`src/rtl/radio_ref_pkg.sv`:
```
package radio_ref_pkg;

    // Band selection: value of the band input.
    typedef enum logic {
        BAND_AM = 1'b0,
        BAND_FM = 1'b1
    } band_e;

    // Default cascade ratios for a 4 MHz input.
    localparam int unsigned DEF_DIV_CTRL = 8;   // 4 MHz -> 500 kHz
    localparam int unsigned DEF_DIV_FM   = 40;  // 500 kHz -> 12.5 kHz
    localparam int unsigned DEF_DIV_AM   = 25;  // 12.5 kHz -> 500 Hz
    localparam int unsigned DEF_DIV_TOD  = 10;  // 500 Hz -> 50 Hz

endpackage

```
`src/rtl/ref_div_chain.sv`:
```
module ref_div_chain #(
    parameter int unsigned DIV_A = 8,
    parameter int unsigned DIV_B = 40,
    parameter int unsigned DIV_C = 25,
    parameter int unsigned DIV_D = 10
) (
    input  logic clk_i,
    input  logic rst_ni,
    output logic ctrl_sq_o,
    output logic fm_stb_o,
    output logic am_stb_o,
    output logic tod_sq_o
);
    localparam int unsigned WA = (DIV_A > 2) ? $clog2(DIV_A) : 1;
    localparam int unsigned WB = (DIV_B > 2) ? $clog2(DIV_B) : 1;
    localparam int unsigned WC = (DIV_C > 2) ? $clog2(DIV_C) : 1;
    localparam int unsigned WD = (DIV_D > 2) ? $clog2(DIV_D) : 1;

    localparam logic [WA-1:0] A_LAST = WA'(DIV_A - 1);
    localparam logic [WB-1:0] B_LAST = WB'(DIV_B - 1);
    localparam logic [WC-1:0] C_LAST = WC'(DIV_C - 1);
    localparam logic [WD-1:0] D_LAST = WD'(DIV_D - 1);
    // High phase begins at the upper half of the stage count.
    localparam logic [WA-1:0] A_HALF = WA'((DIV_A + 1) / 2);
    localparam logic [WD-1:0] D_HALF = WD'((DIV_D + 1) / 2);

    typedef struct packed {
        logic [WA-1:0] cnt_a;
        logic [WB-1:0] cnt_b;
        logic [WC-1:0] cnt_c;
        logic [WD-1:0] cnt_d;
        logic          ctrl;
        logic          tod;
    } chain_t;

    chain_t s_d, s_q;
    logic   wrap_a, wrap_b, wrap_c;

    // Carry chain: each stage wraps only when all faster stages wrap.
    assign wrap_a = (s_q.cnt_a == A_LAST);
    assign wrap_b = wrap_a && (s_q.cnt_b == B_LAST);
    assign wrap_c = wrap_b && (s_q.cnt_c == C_LAST);

    always_comb begin
        s_d = s_q;
        s_d.cnt_a = wrap_a ? '0 : s_q.cnt_a + 1'b1;
        if (wrap_a) begin
            s_d.cnt_b = (s_q.cnt_b == B_LAST) ? '0 : s_q.cnt_b + 1'b1;
        end
        if (wrap_b) begin
            s_d.cnt_c = (s_q.cnt_c == C_LAST) ? '0 : s_q.cnt_c + 1'b1;
        end
        if (wrap_c) begin
            s_d.cnt_d = (s_q.cnt_d == D_LAST) ? '0 : s_q.cnt_d + 1'b1;
        end
        // Registered squares follow the next count so they never glitch.
        s_d.ctrl = (s_d.cnt_a >= A_HALF);
        s_d.tod  = (s_d.cnt_d >= D_HALF);
        if (!rst_ni) begin
            s_d = '0;
        end
    end

    always_ff @(posedge clk_i) begin
        s_q <= s_d;
    end

    assign ctrl_sq_o = s_q.ctrl;
    assign tod_sq_o  = s_q.tod;
    assign fm_stb_o  = wrap_b;
    assign am_stb_o  = wrap_c;

    // the controller clock falls on the cycle after every FM boundary.
    p_ctrl_falls_after_fm_r1: assert property (@(posedge clk_i) disable iff (!rst_ni)
        fm_stb_o |=> $fell(ctrl_sq_o));

    // the AM grid is a subset of the FM grid.
    p_am_inside_fm_r4: assert property (@(posedge clk_i) disable iff (!rst_ni)
        am_stb_o |-> fm_stb_o);

    // the time-of-day square moves only right after an AM boundary.
    p_tod_moves_on_am_r2: assert property (@(posedge clk_i) disable iff (!rst_ni)
        (!$stable(tod_sq_o) && $past(rst_ni)) |-> $past(am_stb_o));

endmodule

```
`src/rtl/ref_band_sel.sv`:
```
module ref_band_sel
    import radio_ref_pkg::*;
(
    input  logic clk_i,
    input  logic rst_ni,
    input  logic band_fm_i,
    input  logic fm_stb_i,
    input  logic am_stb_i,
    output logic ref_o
);
    typedef struct packed {
        logic pulse;
    } sel_t;

    sel_t  s_d, s_q;
    band_e band;

    assign band = band_e'(band_fm_i);

    always_comb begin
        s_d = s_q;
        unique case (band)
            BAND_FM: s_d.pulse = fm_stb_i;
            BAND_AM: s_d.pulse = am_stb_i;
            default: s_d.pulse = 1'b0;
        endcase
        if (!rst_ni) begin
            s_d = '0;
        end
    end

    always_ff @(posedge clk_i) begin
        s_q <= s_d;
    end

    assign ref_o = s_q.pulse;

    // a reference strobe lasts a single input clock.
    p_ref_one_wide_r7: assert property (@(posedge clk_i) disable iff (!rst_ni)
        ref_o |=> !ref_o);

    // every strobe, whichever band, sits on the 12.5 kHz grid.
    p_ref_on_fm_grid_r8: assert property (@(posedge clk_i) disable iff (!rst_ni)
        ref_o |-> $past(fm_stb_i));

    // an edge with reset low leaves the strobe cleared.
    p_reset_clears_ref_r6: assert property (@(posedge clk_i)
        !rst_ni |=> !ref_o);

endmodule

```
`src/rtl/radio_ref_divider.sv`:
```
module radio_ref_divider
    import radio_ref_pkg::*;
#(
    parameter int unsigned DIV_CTRL = DEF_DIV_CTRL,
    parameter int unsigned DIV_FM   = DEF_DIV_FM,
    parameter int unsigned DIV_AM   = DEF_DIV_AM,
    parameter int unsigned DIV_TOD  = DEF_DIV_TOD
) (
    input  logic clk_ref_i,
    input  logic rst_ni,
    input  logic band_fm_i,
    output logic ctrl_clk_o,
    output logic cmp_ref_o,
    output logic tod_o
);
    logic fm_stb, am_stb;

    ref_div_chain #(
        .DIV_A (DIV_CTRL),
        .DIV_B (DIV_FM),
        .DIV_C (DIV_AM),
        .DIV_D (DIV_TOD)
    ) u_chain (
        .clk_i     (clk_ref_i),
        .rst_ni    (rst_ni),
        .ctrl_sq_o (ctrl_clk_o),
        .fm_stb_o  (fm_stb),
        .am_stb_o  (am_stb),
        .tod_sq_o  (tod_o)
    );

    ref_band_sel u_sel (
        .clk_i     (clk_ref_i),
        .rst_ni    (rst_ni),
        .band_fm_i (band_fm_i),
        .fm_stb_i  (fm_stb),
        .am_stb_i  (am_stb),
        .ref_o     (cmp_ref_o)
    );

endmodule

```
`config.mk`:
```
export PLATFORM = sky130hd
export DESIGN_NAME = radio_ref_divider
export DESIGN_NICKNAME = d
export VERILOG_FILES = /design/src/rtl/radio_ref_pkg.sv /design/src/rtl/ref_div_chain.sv /design/src/rtl/ref_band_sel.sv /design/src/rtl/radio_ref_divider.sv
export SDC_FILE = /design/constraint.sdc
export NUM_CORES = 1
export LEC_CHECK = 0
export BUFFER_PORTS_ARGS = -buffer_cell sky130_fd_sc_hd__buf_2
export CAP_MARGIN = 40
export CORE_ASPECT_RATIO = 1.1
export CORE_MARGIN = 2
export CORE_UTILIZATION = 51
export CTS_CLUSTER_DIAMETER = 50
export DETAILED_ROUTE_END_ITERATION = 6
export PLACE_DENSITY = 0.69
export SLEW_MARGIN = 20
export SYNTH_ARGS = -nofsm -noshare
export SYNTH_HDL_FRONTEND = slang
export SYNTH_SLANG_ARGS = --single-unit
```
`constraint.sdc`:
```
create_clock -name clk_ref_i -period 1.8 [get_ports clk_ref_i]
set_clock_uncertainty 0.05 [all_clocks]
set_input_delay 0.36 -clock clk_ref_i [delete_from_list [all_inputs] [get_ports clk_ref_i]]
set_output_delay 0.36 -clock clk_ref_i [all_outputs]
set_load 0.05 [all_outputs]
```
After elaboration in Yosys (flattened, before gate mapping)
Index checks and enable logic that the tools add are counted. W data, S select, Z words.

$add $sub $neg: 4. Mux-type cells: 6. Reduce and logical (&&, ||, !) cells: 2. Bitwise operators: 1. Eq/ne operators: 4. Order comparisons: 2.

Operators by type and width (count): $mux W4 (2); $add A6 B1 Y6 const B (1); $eq A6 B6 Y1 const B (1); $mux W6 (1); $add A5 B1 Y5 const B (1); $eq A5 B5 Y1 const B (1); $mux W5 (1); $add A4 B1 Y4 const B (1); $eq A4 B4 Y1 const B (1); $ge A4 B3 Y1 const B (1); $add A3 B1 Y3 const B (1); $eq A3 B3 Y1 const B (1); $ge A3 B3 Y1 const B (1); $mux W3 (1); $logic_and A1 B1 Y1 (2); $pmux W1 S2 (1); $not A1 Y1 (1).

Flip-flop bits (word level): 21. Word-level logic and storage cells: 26. Output and inout port bits: 3. Bits of input ports: 3.

Depth between registers and ports, before layout
Depth after elaboration: 5. Depth in mapped cells: 8. Mapped depth without buffers: 6.

Hierarchy
Synthesis repeated with hierarchy kept, for this count alone.

Cell total of the unflattened synthesis: 99. Area total of the unflattened synthesis: 950.9 sq um.

Modules (own cells, without submodules): ref_div_chain (seq. area each 380.4 sq um, instances 1, cells an instance 96, area each 914.6 sq um); ref_band_sel (seq. area each 20.0 sq um, instances 1, cells an instance 3, area each 36.3 sq um).

Least setup slack after synthesis
No wires, ideal clock.

Kind: reg2reg. From: register, netlist name u_chain.ctrl_sq_o. To: register u_chain.s_q[3] in the netlist's numbering. Setup slack: -0.170 ns. Stages on the path, launching flop included: 8. Data arrival time: 1.850 ns. Path buffers: 2. Cells stage by stage: dfxtp_1 -> ha_1 -> buf_4 -> and3_1 -> buf_4 -> nand4_2 -> or3_1 -> a21oi_2.

RTL lines: end signal, assigned (RTL line ref_div_chain.sv:65) `s_q <= s_d;`; end, declared (RTL line ref_div_chain.sv:36) `chain_t s_d, s_q;`.

Worst setup path in the final report
From: register u_chain.s_q[17] in the netlist's numbering. To: register u_chain.s_q[3] in the netlist's numbering.

Word-level cells in the longest chain between the ends: 4.

Ends and longest elaborated chain: $eq A3 B3 Y1 (RTL line ref_div_chain.sv:40) `assign wrap_a = (s_q.cnt_a == A_LAST);`; $logic_and A1 B1 Y1 (RTL line ref_div_chain.sv:41) `assign wrap_b = wrap_a && (s_q.cnt_b == B_LAST);`; $logic_and A1 B1 Y1 (RTL line ref_div_chain.sv:42) `assign wrap_c = wrap_b && (s_q.cnt_c == C_LAST);`; $mux W4 (RTL line ref_div_chain.sv:53) `if (wrap_c) begin`.

Every way passes these cells. A chain may end at the register's enable or synchronous reset.

==> impl_metrics.json <==
{
  "status": "finished, final reports clean",
  "synth_simple_gate_area_share_pct": 25.7,
  "synth_compound_area_share_pct": 8.21,
  "synth-seq-cells": 20,
  "cts_hold_buf": 0,
  "synth_fa_ha_area_share_pct": 6.95,
  "yosys.area.top_type_share_pct": 44.5,
  "syn_nets": 105,
  "syn2layout_area_growth_pct": 10.7,
  "drt_wl_total_mm": 1.45,
  "grt_overflow_total": 0,
  "initial_core_util_pct": 55.7,
  "detail_route.first_pass.iterations": 5,
  "num-fill-cells": 152,
  "cts_buffers": 3,
  "relSlewSlack_pct": 78.5,
  "drive_gt1_share_pct": 16.8,
  "tritoncts": "done",
  "clock_latency_ps": 290,
  "synthFlopType": "dfxtp_1",
  "worst_pin_slew_ps": 322,
  "pin_count": 6,
  "ys_top_cells_by_area": "dfxtp_1, ha_1, nor2_1",
  "wl_met2_um": 621,
  "ir_drop_uv": 490,
  "hold_class": "input port to flip-flop",
  "clockBufferDepth": 2,
  "first_iter_violations": 23,
  "synth_edf_count": 0,
  "setup_tns_ps": 0,
  "place_congestion": 0.866,
  "end_kind": "flip-flop",
  "core-area_um2": 1610,
  "synthXorXnorAreaFrac_pct": 9.74,
  "clk_pin_slew_worst_paths_ps": 110,
  "io_buffers": 5,
  "yosys_warnings": 0,
  "drt-met1-wl_um": 763,
  "synth_top_family_by_area": "simple AND/OR/NAND/NOR gates",
  "min_period_over_period_pct": 92.5,
  "wl_per_cell_um": 11.7,
  "instances_no_fill": 124,
  "first_global_vias": 603,
  "top_layer_used": "met4",
  "cp.arrival_ps": 1850,
  "path_class": "flip-flop to flip-flop",
  "row_count": 15,
  "grt_first_pass_wirelength_mm": 2.48,
  "cts-root-buf": "clkbuf_4",
  "power_density_nw_per_um2": 736,
  "wl_met3_um": 60,
  "syn_area_um2": 900,
  "hpwl_mm": 1.07,
  "grt_max_degree": 12,
  "h-tree-depth": 1,
  "drc": 0,
  "ys_seq_area_share_pct": 44.5,
  "yosysMostFrequentCell": "dfxtp_1",
  "critPathLaunchType": "flip-flop",
  "yosys.cell_types.count": 30,
  "slowest_stage": "or3_1",
  "cts_sinks": 20,
  "synth_common_cells": "dfxtp_1, nor2_1, nand2_1",
  "path_max_fanout": 5,
  "syn-instance-count": 97,
  "ctsResizeCount": 0,
  "setup_viol": 0,
  "die_area_um2": 2120,
  "yosysTopAreaCell": "dfxtp_1",
  "rsz0062_at_grt": "false",
  "die_y_um": 48.1,
  "period_minus_slack_ps": 1670,
  "grt_antenna_before_repair": 0,
  "ant_nets": 0,
  "synth.area.mux_share_pct": 1.11,
  "grt_usage_pct": 15.8,
  "path_common_cell": "ha_1",
  "viasPerCell": 5.36,
  "drv_slew": 0,
  "async_flop_share_pct": 0,
  "postCtsSetupBuffers": 0,
  "maxCapViolations": 0,
  "leakage_uw": 0.000410,
  "dp_cells": 120,
  "syn_avg_cell_area_um2": 9.27,
  "crit_required_ps": 1980,
  "critPathMaxStageDelay_ps": 390,
  "final_nets": 116,
  "finalHoldViolCount": 0,
  "dieWidth_um": 44.0,
  "max_freq_mhz": 601,
  "antenna_cells": 0,
  "vias": 665,
  "crit_chain": "ha_1, ha_1, and3_4, nand4_2, or3_1, a21oi_2"
}
critical path: cells and delay by family (launching register included):
kind / cells / cell delay (ps)
AND/OR/NAND/NOR: 3 / 740
AO/OA/AOI/OAI: 1 / 140
adder cells (fa/ha/maj): 2 / 320
flip-flops: 1 / 360
cell families (layout without fill, tap and decap cells):
group | Yosys count | after routing
adder cells (fa/ha/maj) | 5 | 5
AND/OR/NAND/NOR | 43 | 43
XOR/XNOR | 10 | 10
AO/OA/AOI/OAI | 11 | 11
flip-flops | 20 | 20
multiplexers | 1 | 1
buffers and inverters | 7 | 17
cells in the final DEF, fill, tap and decap left out, drive strengths merged, types with 3 or more instances in the layout:
cell	synthesis	layout
a21oi	4	4
and3	3	3
buf	2	8
clkbuf	0	4
dfxtp	20	20
ha	5	5
inv	4	4
nand2	8	8
nand3	4	4
nand4	3	3
nor2	14	14
xnor2	4	4
xor2	6	6
routing by layer:
metal | up-vias | track usage [%]
met3 | 2 | 2.64
met1 | 301 | 21.1
met2 | 14 | 24.7
met4 | 0 | 8.48
li1 | 348 | -
met5 | - | 0
flip-flops by register name (all words and copies together) (netlist names):
register and count:
u_chain.s_q 17, u_sel.ref_o 1, u_chain.ctrl_sq_o 1, u_chain.tod_sq_o 1
path summary, 6_finish.rpt:
check | to | cells past startpoint | slack [ps] | from
worst max-delay path | u_chain.s_q[3] | 6 | 130 | u_chain.s_q[17]
worst min-delay path | u_chain.ctrl_sq_o | 2 | 300 | rst_ni
worst max register to register | u_chain.s_q[3] | 6 | 130 | u_chain.s_q[17]
worst min register to register | u_chain.s_q[17] | 1 | 400 | u_chain.s_q[17]
report_power, final:
| part | leakage, uW | switching [uW] | internal, uW |
|---|---|---|---|
| combinational | 0.000226 | 18.0 | 9.10 |
| sequential | 0.000162 | 2.46 | 449 |
| clock | 0.0000210 | 132 | 123 |
| total | 0.000410 | 153 | 581 |
stage by stage:
step	utilization [%]	setup slack, ps	cell area, um2	total power, uW	hold slack (ps)
after global routing	61.7	17.6	996	765	307
after floorplan	-	8.50	901	479	354
after CTS	61.4	61.7	991	743	289
final	61.7	135	996	733	300
after detailed placement	59.1	90.8	955	489	398
after global placement	59.1	177	955	488	362
cell type report:
class	count	area [um2]	share of cell area, %
multi-input combinational	70	470	47.2
sequential	20	402	40.3
timing repair buffer	8	47.5	4.77
clock buffer	4	36.3	3.64
tap	17	21.3	2.14
inverter	5	18.8	1.88
Note: power is estimated with default switching activity, not from simulation.
